File: src/rtl/f2i_pkg.sv
package f2i_pkg;

    localparam int INT_W = 32;

    typedef enum logic [2:0] {
        CLS_ZERO = 3'd0,
        CLS_NUM  = 3'd1,
        CLS_INF  = 3'd2,
        CLS_QNAN = 3'd3,
        CLS_SNAN = 3'd4
    } f2i_class_e;

    typedef struct packed {
        logic             vld;
        logic [INT_W-1:0] res;
        logic             inx;
        logic             oper;
        logic             st_inx;
        logic             st_oper;
    } f2i_state_t;

endpackage

File: src/rtl/f2i_align.sv
// Right-aligns the integer part of the mantissa into a 32-bit magnitude and
// reports whether any discarded bit was set.
module f2i_align #(
    parameter int MANT_W = 40,
    parameter int EXP_W  = 16
) (
    input  logic [EXP_W-1:0]        exp_i,
    input  logic [MANT_W-1:0]       mant_i,
    output logic [f2i_pkg::INT_W-1:0] mag_o,
    output logic                    frac_nz_o,
    output logic                    big_o
);
    import f2i_pkg::*;

    localparam int SH_W = $clog2(MANT_W + 1);

    logic              neg_exp;
    logic [SH_W-1:0]   shift;
    logic [MANT_W-1:0] shifted;
    logic [MANT_W-1:0] keep_mask;

    always_comb begin
        neg_exp   = exp_i[EXP_W-1];
        big_o     = !neg_exp && (exp_i[EXP_W-2:5] != '0);
        shift     = SH_W'(MANT_W - 1) - SH_W'(exp_i[4:0]);
        shifted   = mant_i >> shift;
        keep_mask = {MANT_W{1'b1}} << shift;
        mag_o     = '0;
        frac_nz_o = 1'b0;
        if (neg_exp) begin
            frac_nz_o = |mant_i;
        end else if (!big_o) begin
            mag_o     = shifted[INT_W-1:0];
            frac_nz_o = |(mant_i & ~keep_mask);
        end
    end

endmodule

File: src/rtl/f2i_judge.sv
// Decides overflow from class, exponent and magnitude; forms the signed
// result and the two per-operation flags.
module f2i_judge (
    input  logic [2:0]                cls_i,
    input  logic                      sign_i,
    input  logic                      big_i,
    input  logic [f2i_pkg::INT_W-1:0] mag_i,
    input  logic                      frac_nz_i,
    input  logic                      sticky_i,
    output logic [f2i_pkg::INT_W-1:0] res_o,
    output logic                      inx_o,
    output logic                      oper_o
);
    import f2i_pkg::*;

    logic [INT_W:0] limit;
    logic           ovf;

    always_comb begin
        limit  = {1'b0, 1'b1, {(INT_W-1){1'b0}}} + {{INT_W{1'b0}}, sign_i};
        ovf    = 1'b0;
        res_o  = '0;
        inx_o  = 1'b0;
        oper_o = 1'b0;
        case (f2i_class_e'(cls_i))
            CLS_ZERO: ovf = 1'b0;
            CLS_NUM: begin
                ovf   = big_i || ({1'b0, mag_i} >= limit);
                res_o = sign_i ? INT_W'(0 - mag_i) : mag_i;
                inx_o = frac_nz_i || sticky_i;
            end
            default: ovf = 1'b1;
        endcase
        if (ovf) begin
            inx_o  = 1'b0;
            oper_o = 1'b1;
            res_o  = sign_i ? {1'b1, {(INT_W-1){1'b0}}} : {1'b0, {(INT_W-1){1'b1}}};
        end
    end

endmodule

File: src/rtl/f2i_trunc.sv
module f2i_trunc #(
    parameter int MANT_W = 40,
    parameter int EXP_W  = 16
) (
    input  logic              clk,
    input  logic              rst_n,
    input  logic              in_valid,
    input  logic [2:0]        in_class,
    input  logic              in_sign,
    input  logic [EXP_W-1:0]  in_exp,
    input  logic [MANT_W-1:0] in_mant,
    input  logic              in_sticky,
    input  logic              flag_clr,
    output logic              out_valid,
    output logic [31:0]       out_result,
    output logic              out_inexact,
    output logic              out_operr,
    output logic              stat_inexact,
    output logic              stat_operr
);
    import f2i_pkg::*;

    logic [INT_W-1:0] mag;
    logic             frac_nz;
    logic             big;
    logic [INT_W-1:0] res_c;
    logic             inx_c;
    logic             oper_c;
    f2i_state_t       st_d, st_q;

    f2i_align #(.MANT_W(MANT_W), .EXP_W(EXP_W)) u_align (
        .exp_i     (in_exp),
        .mant_i    (in_mant),
        .mag_o     (mag),
        .frac_nz_o (frac_nz),
        .big_o     (big)
    );

    f2i_judge u_judge (
        .cls_i     (in_class),
        .sign_i    (in_sign),
        .big_i     (big),
        .mag_i     (mag),
        .frac_nz_i (frac_nz),
        .sticky_i  (in_sticky),
        .res_o     (res_c),
        .inx_o     (inx_c),
        .oper_o    (oper_c)
    );

    always_comb begin
        st_d     = st_q;
        st_d.vld = in_valid;
        if (flag_clr) begin
            st_d.st_inx  = 1'b0;
            st_d.st_oper = 1'b0;
        end
        if (in_valid) begin
            st_d.res     = res_c;
            st_d.inx     = inx_c;
            st_d.oper    = oper_c;
            st_d.st_inx  = st_d.st_inx  | inx_c;
            st_d.st_oper = st_d.st_oper | oper_c;
        end
    end

    always_ff @(posedge clk or negedge rst_n) begin
        if (!rst_n) st_q <= '0;
        else        st_q <= st_d;
    end

    assign out_valid    = st_q.vld;
    assign out_result   = st_q.res;
    assign out_inexact  = st_q.inx;
    assign out_operr    = st_q.oper;
    assign stat_inexact = st_q.st_inx;
    assign stat_operr   = st_q.st_oper;

endmodule

File: config.mk
export PLATFORM = sky130hd
export DESIGN_NAME = f2i_trunc
export DESIGN_NICKNAME = d
export VERILOG_FILES = /design/src/rtl/f2i_pkg.sv /design/src/rtl/f2i_align.sv /design/src/rtl/f2i_judge.sv /design/src/rtl/f2i_trunc.sv
export SDC_FILE = /design/constraint.sdc
export NUM_CORES = 1
export LEC_CHECK = 0
export ABC_AREA = 1
export CORE_MARGIN = 1
export CORE_UTILIZATION = 30
export DETAILED_ROUTE_END_ITERATION = 12
export SYNTH_ARGS = -nofsm -noshare
export SYNTH_HDL_FRONTEND = slang
export SYNTH_HIERARCHICAL = 1
export SYNTH_SLANG_ARGS = --single-unit
File: constraint.sdc
create_clock -name clk -period 2.05 [get_ports clk]
set_clock_uncertainty 0.2 [all_clocks]
set_input_delay 0.615 -clock clk [delete_from_list [all_inputs] [get_ports clk]]
set_output_delay 0.615 -clock clk [all_outputs]
set_load 0.01 [all_outputs]
==> summary.md <==
| Metric | Value |
|---|---|
| Status | complete, but fails checks |
| Failing checks | setup timing |
| CTS Buf Count | 5 |
| Finished Layout Cells | 1732 |
| Top cells by instance count after synthesis | nand2_1, nand3_1, nor2_1 |
| First-pass GRT wire length | 41200 um |
| WL final | 26100 um |
| Post-synth EDFFs | 0 |
| Critical Path End Type | flop |
| Clk sinks | 37 |
| Slew margin rel. | 0.685 |
| Mapped Cells | 1133 |
| Maximum root-to-sink buffer count | 2 |
| Die W | 145 um |
| Worst-margin pin slew | 0.472 ns |
| R2R cell count | 2 |
| Initial Util | 0.305 |
| Period minus WS final | 3.39 ns |
| Req. time, crit path | 2.02 ns |
| Setup WS post-layout | -1.34 ns |
| DIE AREA | 0.0211 sq mm |
| Routed wl met3 | 1200 um |
| DP Worst Slack | -2.25 ns |
| Largest cells by area after synthesis | nand2_1, nand3_1, dfrtp_1 |
| Area grow syn2layout | 69.2% |
| Setup TNS | -46.74 ns |
| Synth Cell Area | 0.00615 sq mm |
| H-tree depth | 2 |
| Crit path launch type | input port |
| Filler Cells Inserted | 2034 |
| Average size of a mapped cell | 5.43 sq um |
| Top FF cell, synth | dfrtp_1 |
| Worst-path clk slew | 0.06 ns |
| Critical Path AT | 3.36 ns |
| Antenna cell count | 0 |
| Post-route core utilization | 0.516 |
| Placed insts | 1663 |
| CP Buf/Inv Count | 6 |
| Max-capacitance violation count | 0 |
| CP max stage delay | 0.26 ns |
| Drt first pass iters | 5 |
| Met1 Wirelength | 12200 um |
| Yosys Warn Count | 6 |
| Post-DP HPWL | 19600 um |
| Worst path slowest cell | o211ai_1 |
| Synth area leader | nand2_1 |
| Reg2Reg Setup Slack | 1.20 ns |
| I/O Pins | 102 |
| DR DRC count | 0 |
| Critical Path Most Common Cell | nand2_2 |
| Count of final hold-check violations | 0 |
| Max IR drop VDD | 0.272 mV |
| Largest net degree at the start of global routing | 38 |
| Synth Net Count | 1204 |
| CTS root buffer | clkbuf_16 |
| Routability cong. | 0.948 |
| Unique masters post-synth | 46 |
| Post-synth top area share | 0.267 |
| Unrepaired setup endpoints after global routing | true |
| Final Cycle Share | 1.65 |
| Die H | 145 um |
| Post-synth ARST share | 1.00 |
| CTS tree | yes |
| P_leak | 5.37 nW |
| Total stage count of the critical path | 24 |
| Initial antenna violation count | 0 |
| PD cells | 323 mW/mm^2 |
| Worst min-delay path class | in -> async |
| Later-pin clock latency in the skew report | 0.29 ns |
| Routed vias/inst | 5.09 |
| Post-synthesis register bit count | 37 |
| Total GRT Usage | 0.239 |
| Final setup viols | 36 |
| # rows | 52 |
| Vias | 8821 |
| IO Port Bufs | 101 |
| Met2 wire length | 12300 um |
| Vias in the first global route | 8222 |
| Layout cells sized above 1 | 0.382 |
| Iter 0 DRT Violations | 656 |
| Max Clock Freq | 295 MHz |
| Sequential-to-total area share from yosys stat | 0.150 |
| Nets@finish | 1532 |
| Final ANT Viol Nets | 0 |
| Count leader, synth | nand2_1 |
| CP delay by family, top | simple AND/OR/NAND/NOR gates |
| Critical Path, Cell by Cell | buf_12 > buf_8 > buf_4 > o21ai_4 > nand2_2 > nand3_2 > nand2_1 > buf_4 > o211ai_1 > o21ai_4 > nor2_4 > nand2_2 > nor2_4 > nand3_2 > o21ai_2 > nand3_2 > nand2_4 > buf_12 > nand2_8 > buf_6 > nand2_2 > nand2_2 > nand2_2 > nand2_2 |
| Crit path max fanout | 5 |
| Kind of critical path | in -> reg |
| Core Region | 0.0202 sq mm |
| Routed length per placed instance | 15.1 um |
| Top Metal Used | met4 |
| Slew Limit Fails | 0 |
| Gr ovfl total | 0 |
-- routing by layer --
layer | vias up | GRT usage
met4 | 0 | 0.0400
met5 | - | 0
met1 | 4174 | 0.338
met2 | 269 | 0.399
li1 | 4348 | -
met3 | 30 | 0.0214
-- layout make-up --
| type | instances | area [sq um] | area share |
|---|---|---|---|
| clock buffer | 5 | 125 | 0.0120 |
| clock inverter | 3 | 17.5 | 0.00168 |
| inverter | 62 | 275 | 0.0264 |
| multi-input combinational | 973 | 5390 | 0.518 |
| sequential | 37 | 926 | 0.0889 |
| tap | 270 | 338 | 0.0324 |
| timing repair buffer | 381 | 3330 | 0.320 |
| timing repair inverter | 1 | 8.76 | 0.000841 |
-- cell families after synthesis --
kind of cell    share of synthesized area
simple gates                        0.608
buf+inv                             0.116
compound gates                     0.0966
flops                               0.150
xor+xnor                           0.0171
fa+ha+maj                          0.0122
-- where the power goes --
group,internal [mW],switching (mW)
logic,0.790,0.967
registers,0.797,0.0404
clock network,0.446,0.319
total,2.03,1.33
-- sequential cells by signal (all words and copies together), names as in the netlist --
name	flops
stat_inexact	1
stat_operr	1
out_operr	1
out_inexact	1
out_valid	1
out_result	32
-- through the flow --
step                      hold slack, ns  power [mW]  area [sq um]
after global placement             0.258        2.36          8890
after detailed placement           0.261        2.37          8890
after global routing               0.213        3.55         10400
final                              0.163        3.36         10400
after CTS                          0.182        3.27          9990
after floorplan                    0.119        1.65          6250
-- path summary, 6_finish.rpt --
| check | start | end |
|---|---|---|
| hold / removal | rst_n | out_result[19] |
| setup / recovery | in_exp[0] | out_result[31] |
| setup reg to reg | out_result[30] | out_result[30] |
| min in group clk | out_result[10] | out_result[10] |
| hold reg to reg | out_result[10] | out_result[10] |
| max in group asynchronous | rst_n | out_result[0] |
-- layout by cell type, fill, tap and decap left out, drive strengths merged, types with 9 or more instances in the layout --
master,n
a21oi,18
buf,282
clkbuf,9
clkdlybuf4s15,9
clkdlybuf4s50,41
dfrtp,37
dlygate4sd2,38
inv,60
nand2,476
nand3,197
nor2,132
nor4,9
o21ai,77
or2,10
xor2,10
-- timing repair --
action	in CTS	in global routing
buffers inserted	50	5
gates cloned	6	1
endpoints found under the setup margin	37	40
pin swaps	78	40
hold buffers	0	0
resized for setup	220	117
-- worst reg2reg max path: cells and delay by family, from the launching register on --
kind	cells	cell delay [ns]
DFF	1	0.40
and+or+nand+nor	2	0.14
No activity file was read; power rests on OpenSTA's default activity.
